**src/rtl/sbs_pkg.sv**
```systemverilog
package sbs_pkg;

  typedef enum logic {
    ORD_LINEAR     = 1'b0,
    ORD_INTERLEAVE = 1'b1
  } burst_ord_e;

  // low two address bits for a given start offset and beat number
  function automatic logic [1:0] burst_lo(input logic [1:0] start,
                                          input logic [1:0] beat,
                                          input burst_ord_e ord);
    if (ord == ORD_INTERLEAVE) return start ^ beat;
    return start + beat;
  endfunction

  // lane enables from the write controls
  function automatic logic [3:0] lane_enables(input logic gw_n,
                                              input logic bwe_n,
                                              input logic [3:0] bw_n);
    if (!gw_n) return 4'hF;
    if (!bwe_n) return ~bw_n;
    return 4'h0;
  endfunction

endpackage

```
**src/rtl/sbs_wdec.sv**
```systemverilog
module sbs_wdec
  import sbs_pkg::*;
#(
  parameter int NB = 4
) (
  input  logic          gw_n_i,
  input  logic          bwe_n_i,
  input  logic [NB-1:0] bw_n_i,
  output logic [NB-1:0] be_o,
  output logic          wr_req_o
);

  generate
    if (NB == 4) begin : g_four
      always_comb be_o = lane_enables(gw_n_i, bwe_n_i, bw_n_i);
    end else begin : g_any
      always_comb begin
        if (!gw_n_i)       be_o = '1;
        else if (!bwe_n_i) be_o = ~bw_n_i;
        else               be_o = '0;
      end
    end
  endgenerate

  assign wr_req_o = |be_o;

endmodule

```
**src/rtl/sbs_ctrl.sv**
```systemverilog
module sbs_ctrl
  import sbs_pkg::*;
#(
  parameter int AW = 6,
  parameter int NB = 4,
  parameter int BW = 8,
  localparam int DW = NB * BW
) (
  input  logic          clk,
  input  logic          rst_n,
  input  logic [AW-1:0] addr_i,
  input  logic [DW-1:0] din_i,
  input  logic [NB-1:0] be_i,
  input  logic          wr_req_i,
  input  logic          ce_n_i,
  input  logic          ce2_i,
  input  logic          ce3_n_i,
  input  logic          ads_proc_n_i,
  input  logic          ads_ctrl_n_i,
  input  logic          adv_n_i,
  input  logic          mode_i,
  output logic          acc_valid_o,
  output logic          acc_write_o,
  output logic [AW-1:0] acc_addr_o,
  output logic [NB-1:0] acc_be_o,
  output logic [DW-1:0] acc_data_o
);

  logic          active_q;
  logic [AW-1:0] base_q;
  logic [1:0]    beat_q;

  // named internal events
  logic          enables_ok;
  logic          proc_start;
  logic          ctrl_start;
  logic          any_start;
  logic          burst_adv;
  logic [1:0]    beat_nx;
  logic [AW-1:0] cont_addr;
  logic          issue_valid;
  logic          issue_write;
  logic [AW-1:0] issue_addr;

  assign enables_ok = !ce_n_i && ce2_i && !ce3_n_i;
  assign proc_start = !ads_proc_n_i && !ce_n_i;
  assign ctrl_start = !ads_ctrl_n_i && !proc_start;
  assign any_start  = proc_start || ctrl_start;
  assign burst_adv  = !any_start && active_q && !adv_n_i;
  assign beat_nx    = burst_adv ? beat_q + 2'd1 : beat_q;
  assign cont_addr  = {base_q[AW-1:2],
                       burst_lo(base_q[1:0], beat_nx, burst_ord_e'(mode_i))};

  assign issue_valid = any_start ? enables_ok : active_q;
  assign issue_write = issue_valid && wr_req_i && !proc_start;
  assign issue_addr  = any_start ? addr_i : cont_addr;

  always_ff @(posedge clk) begin
    if (!rst_n) begin
      active_q <= 1'b0;
      base_q   <= '0;
      beat_q   <= '0;
    end else if (any_start) begin
      active_q <= enables_ok;
      base_q   <= addr_i;
      beat_q   <= '0;
    end else begin
      beat_q   <= beat_nx;
    end
  end

  always_ff @(posedge clk) begin
    if (!rst_n) begin
      acc_valid_o <= 1'b0;
      acc_write_o <= 1'b0;
      acc_addr_o  <= '0;
      acc_be_o    <= '0;
      acc_data_o  <= '0;
    end else begin
      acc_valid_o <= issue_valid;
      acc_write_o <= issue_write;
      acc_addr_o  <= issue_addr;
      acc_be_o    <= be_i;
      acc_data_o  <= din_i;
    end
  end

  assert_proc_no_write_R3: assert property (@(posedge clk) disable iff (!rst_n)
    proc_start |=> !acc_write_o);

  assert_ce_blocks_proc_R4: assert property (@(posedge clk) disable iff (!rst_n)
    (!ads_proc_n_i && ce_n_i && ads_ctrl_n_i && !active_q) |=> !acc_valid_o);

  assert_wait_repeats_R6: assert property (@(posedge clk) disable iff (!rst_n)
    (!any_start && active_q && adv_n_i) |=> $stable(acc_addr_o));

  assert_burst_block_R7: assert property (@(posedge clk) disable iff (!rst_n)
    (!any_start && active_q) |=> (acc_addr_o[AW-1:2] == $past(base_q[AW-1:2])));

endmodule

```
**src/rtl/sbs_array.sv**
```systemverilog
module sbs_array #(
  parameter int AW = 6,
  parameter int NB = 4,
  parameter int BW = 8,
  localparam int DW    = NB * BW,
  localparam int DEPTH = 1 << AW
) (
  input  logic          clk,
  input  logic          rst_n,
  input  logic          acc_valid_i,
  input  logic          acc_write_i,
  input  logic [AW-1:0] acc_addr_i,
  input  logic [NB-1:0] acc_be_i,
  input  logic [DW-1:0] acc_data_i,
  output logic [DW-1:0] rd_data_o,
  output logic          rd_valid_o
);

  logic rd_fire;
  logic wr_fire;

  assign rd_fire = acc_valid_i && !acc_write_i;
  assign wr_fire = acc_valid_i && acc_write_i;

  for (genvar g = 0; g < NB; g++) begin : g_lane
    logic [BW-1:0] lane_mem [DEPTH];
    logic [BW-1:0] lane_q;

    always_ff @(posedge clk) begin
      if (wr_fire && acc_be_i[g]) lane_mem[acc_addr_i] <= acc_data_i[g*BW +: BW];
    end

    always_ff @(posedge clk) begin
      if (!rst_n)       lane_q <= '0;
      else if (rd_fire) lane_q <= lane_mem[acc_addr_i];
    end

    assign rd_data_o[g*BW +: BW] = lane_q;
  end

  always_ff @(posedge clk) begin
    if (!rst_n) rd_valid_o <= 1'b0;
    else        rd_valid_o <= rd_fire;
  end

  assert_deselect_release_R11: assert property (@(posedge clk) disable iff (!rst_n)
    !acc_valid_i |=> !rd_valid_o);

  assert_write_no_drive_R5: assert property (@(posedge clk) disable iff (!rst_n)
    wr_fire |=> !rd_valid_o);

endmodule

```
**src/rtl/sync_burst_sram.sv**
```systemverilog
module sync_burst_sram #(
  parameter int ADDR_W = 6,
  parameter int LANES  = 4,
  parameter int LANE_W = 8,
  localparam int DW = LANES * LANE_W
) (
  input  logic              clk,
  input  logic              rst_n,
  input  logic [ADDR_W-1:0] addr,
  input  logic [DW-1:0]     din,
  input  logic              ce_n,
  input  logic              ce2,
  input  logic              ce3_n,
  input  logic              ads_proc_n,
  input  logic              ads_ctrl_n,
  input  logic              adv_n,
  input  logic [LANES-1:0]  bw_n,
  input  logic              bwe_n,
  input  logic              gw_n,
  input  logic              mode,
  input  logic              oe_n,
  output logic [DW-1:0]     dout,
  output logic              dout_en
);

  logic [LANES-1:0]  be;
  logic              wr_req;
  logic              acc_valid;
  logic              acc_write;
  logic [ADDR_W-1:0] acc_addr;
  logic [LANES-1:0]  acc_be;
  logic [DW-1:0]     acc_data;
  logic [DW-1:0]     rd_data;
  logic              rd_valid;

  sbs_wdec #(.NB(LANES)) wdec_i (
    .gw_n_i   (gw_n),
    .bwe_n_i  (bwe_n),
    .bw_n_i   (bw_n),
    .be_o     (be),
    .wr_req_o (wr_req)
  );

  sbs_ctrl #(.AW(ADDR_W), .NB(LANES), .BW(LANE_W)) ctrl_i (
    .clk          (clk),
    .rst_n        (rst_n),
    .addr_i       (addr),
    .din_i        (din),
    .be_i         (be),
    .wr_req_i     (wr_req),
    .ce_n_i       (ce_n),
    .ce2_i        (ce2),
    .ce3_n_i      (ce3_n),
    .ads_proc_n_i (ads_proc_n),
    .ads_ctrl_n_i (ads_ctrl_n),
    .adv_n_i      (adv_n),
    .mode_i       (mode),
    .acc_valid_o  (acc_valid),
    .acc_write_o  (acc_write),
    .acc_addr_o   (acc_addr),
    .acc_be_o     (acc_be),
    .acc_data_o   (acc_data)
  );

  sbs_array #(.AW(ADDR_W), .NB(LANES), .BW(LANE_W)) array_i (
    .clk         (clk),
    .rst_n       (rst_n),
    .acc_valid_i (acc_valid),
    .acc_write_i (acc_write),
    .acc_addr_i  (acc_addr),
    .acc_be_i    (acc_be),
    .acc_data_i  (acc_data),
    .rd_data_o   (rd_data),
    .rd_valid_o  (rd_valid)
  );

  assign dout_en = rd_valid && !oe_n;
  assign dout    = dout_en ? rd_data : '0;

  assert_global_all_R8: assert property (@(posedge clk) disable iff (!rst_n)
    !gw_n |-> (be == '1));

  assert_bwe_gate_R9: assert property (@(posedge clk) disable iff (!rst_n)
    (gw_n && bwe_n) |-> !wr_req);

  assert_pipeline_R1: assert property (@(posedge clk) disable iff (!rst_n)
    (acc_valid && !acc_write && !oe_n) |=> (oe_n || dout_en));

endmodule

```
**config.mk**
```make
export PLATFORM = sky130hd
export DESIGN_NAME = sync_burst_sram
export DESIGN_NICKNAME = d
export VERILOG_FILES = /design/src/rtl/sbs_pkg.sv /design/src/rtl/sbs_wdec.sv /design/src/rtl/sbs_ctrl.sv /design/src/rtl/sbs_array.sv /design/src/rtl/sync_burst_sram.sv
export SDC_FILE = /design/constraint.sdc
export NUM_CORES = 2
export LEC_CHECK = 0
export BUFFER_PORTS_ARGS = -buffer_cell sky130_fd_sc_hd__clkbuf_2
export CAP_MARGIN = 0
export CORE_MARGIN = 2
export CORE_UTILIZATION = 48
export CTS_CLUSTER_DIAMETER = 80
export DETAILED_ROUTE_END_ITERATION = 10
export GPL_ROUTABILITY_DRIVEN = 0
export PLACE_DENSITY_LB_ADDON = 0.25
export RECOVER_POWER = 50
export SETUP_SLACK_MARGIN = 0.05
export SYNTH_ARGS = -nofsm -noshare
export SYNTH_HDL_FRONTEND = slang
export SYNTH_SLANG_ARGS = --single-unit
```
**constraint.sdc**
```tcl
create_clock -name clk -period 4.85 [get_ports clk]
set_clock_uncertainty 0.05 [all_clocks]
set_input_delay 0.2425 -clock clk [delete_from_list [all_inputs] [get_ports clk]]
set_output_delay 0.2425 -clock clk [all_outputs]
set_load 0.01 [all_outputs]
```
==> impl_metrics.json <==
{
  "rsz0062_at_grt": "no",
  "yosys-top-cells-area": "edfxtp_1 74%, mux2i_1 3.0%, a221oi_1 2.7%",
  "violations": "max-capacitance violations, max-slew violations",
  "core_area_mm2": 0.172,
  "postSynth.asyncResetShare_pct": 0,
  "power_density_mw_per_mm2": 412,
  "tns_ns": 0,
  "required_ns": 5.27,
  "cap_violations": 33,
  "drtAntennaViolNets": 0,
  "die_h_um": 419,
  "utilization_pct": 54.7,
  "post-synth-top-area-cell": "edfxtp_1",
  "holdCritPathClass": "primary input to register",
  "synth_flop_cell": "edfxtp_1",
  "antenna_found_initial": 12,
  "drive_gt1_share_pct": 18.1,
  "setup_viol": 0,
  "relSlewSlack_pct": -129,
  "syn2layout_area_growth_pct": 13.4,
  "drc_errors": 0,
  "syn_area_per_cell_um2": 17.2,
  "crit_fanout": 46,
  "syn_inst": 4810,
  "finalCriticalPeriod_ns": 4.08,
  "ys_seq_area_share_pct": 76.3,
  "placed_cells": 7116,
  "layout.nets": 5143,
  "setup_slack_ns": 0.775,
  "start_util_pct": 48.3,
  "cts.htree.levels": 4,
  "crit_type": "register to register",
  "grt_max_degree": 111,
  "cp-start-kind": "register",
  "grt.total_usage_pct": 29.8,
  "syn_nets": 4865,
  "fmax_mhz": 245,
  "routed_wl_um": 265000,
  "pre_cts_ws_ns": 0.915,
  "cts_root_buffer": "clkbuf_16",
  "first_pass_iters": 6,
  "grt_pass1_wl_um": 368000,
  "portBuffers": 86,
  "path_clk_slew_ns": 0.06,
  "rows": 152,
  "worst_slew_pin_slew_ns": 3.43,
  "grt_pass1_vias": 47700,
  "die_area_mm2": 0.176,
  "hold_viol": 0,
  "ctsResizeCount": 0,
  "numCtsBuffers": 209,
  "die_x_um": 419,
  "total_power_w": 0.0387,
  "pin_count": 87,
  "hpwl_um": 159000,
  "vias": 50200,
  "critPathCaptureType": "register",
  "fin_cells": 7591,
  "cts_tree": "built",
  "ys_types": 77,
  "synth_common_cells": "2048 x edfxtp_1, 359 x nor2_1, 259 x a221oi_1",
  "yosysTopAreaCellShare_pct": 74.3,
  "wl_per_cell_um": 34.9,
  "ys_warn_count": 0,
  "maxSlewViolCount": 2082,
  "drtIter0Drc": 8724,
  "synth.cell_area_mm2": 0.0828,
  "grt_remaining_overflow": 0,
  "cts.sinks": 2133,
  "finalCritPeriodShare_pct": 84.0,
  "synth_edf_count": 2048,
  "arrival_ns": 4.49,
  "status": "finished, violations left",
  "viasPerCell": 6.61,
  "max-vdd-ir-drop_v": 0.000399,
  "power.leakage_nw": 28.9,
  "ys_ff_latch": 2133,
  "clk-insertion-delay-late_ns": 0.87,
  "clk_path_buf_depth": 3,
  "synth_most_common_cell": "edfxtp_1"
}
==> per-layer routing <==
layer	track usage, %	share of wire, %	wire length [µm]
met1	41.5	38	99600
met2	44.3	45	118000
met3	7.78	13	34100
met4	13.1	4.8	12600
met5	0	0.0049	13
==> cells by family after synthesis <==
| kind of cell | count (synthesis) | share of synthesized area, % |
|---|---|---|
| DFF | 2133 | 76.3 |
| AOI/OAI and AO/OA | 1069 | 9.51 |
| and+or+nand+nor | 725 | 3.85 |
| muxes | 512 | 7.89 |
| buffers and inverters | 366 | 2.37 |
| xor gates and xnor gates | 4 | 0.0423 |
| adders and majority gates | 1 | 0.0151 |
==> cell type report <==
type | instances | area [µm²]
clock inverter | 112 | 928
sequential | 2133 | 63200
inverter | 4 | 25.0
timing repair buffer | 429 | 3320
clock buffer | 276 | 5680
antenna | 16 | 40.0
tap | 2310 | 2890
fill | 13500 | 77600
multi-input combinational | 2311 | 17800
==> placed cells by master (no fill, tap or decap), types with 83 or more instances in the layout <==
cell type | netlist | routed
a21oi_1 | 130 | 130
a221oi_1 | 259 | 259
a22oi_1 | 205 | 205
buf_4 | 57 | 218
clkbuf_1 | 129 | 89
clkbuf_16 | 0 | 215
clkbuf_2 | 0 | 83
edfxtp_1 | 2048 | 2048
mux2_2 | 167 | 167
mux2i_1 | 245 | 245
mux4_2 | 95 | 95
nand2_1 | 179 | 178
nor2_1 | 359 | 353
o21ai_0 | 112 | 113
o22ai_1 | 101 | 101
==> critical path, stage by stage, from the launching register on <==
cell and delay (ns):
dfxtp_4 0.83, nand2_2 0.39, nor2_2 0.67, nand2_1 0.59, nor2_1 1.11
==> sequential cells by signal (all words and copies together), names as in the netlist <==
signal and cells:
ctrl_i.acc_addr_o 6, ctrl_i.acc_write_o 1, array_i.g_lane.lane_q 32, ctrl_i.active_q 1, array_i.rd_valid_o 1, ctrl_i.acc_be_o 4
ctrl_i.base_q 6, ctrl_i.beat_q 2, ctrl_i.acc_data_o 32, array_i.g_lane.lane_mem 2048
==> power breakdown <==
part           internal [W]  leakage (nW)  switching, W
clock network       0.00886          3.24       0.00698
registers            0.0202          18.7     0.0000648
logic              0.000748          6.93       0.00176
==> final timing paths <==
kind	slack [ns]	cells past startpoint	end	from
worst max-delay path	0.77	4	array_i.g_lane[1].lane_mem[43][3]	ctrl_i.acc_addr_o[0]
worst min-delay path	0.08	3	ctrl_i.acc_data_o[11]	din[11]
worst max register to register	0.77	4	array_i.g_lane[1].lane_mem[43][3]	ctrl_i.acc_addr_o[0]
worst min register to register	0.49	2	ctrl_i.beat_q[1]	ctrl_i.beat_q[1]
==> stage by stage <==
stage	area, µm²	hold WS [ns]
2_1_floorplan	82800	0.309
3_3_place_gp	86700	0.398
3_5_place_dp	86700	0.402
4_1_cts	94000	0.0254
5_1_grt	93900	0.0709
6_report	93900	0.0817
==> timing repair <==
item / CTS / global route
setup buffers: 0 / 0
hold buffers: 71 / 0
hold endpoints to repair: 54 / 0
Power figures use the tool's default switching activity.
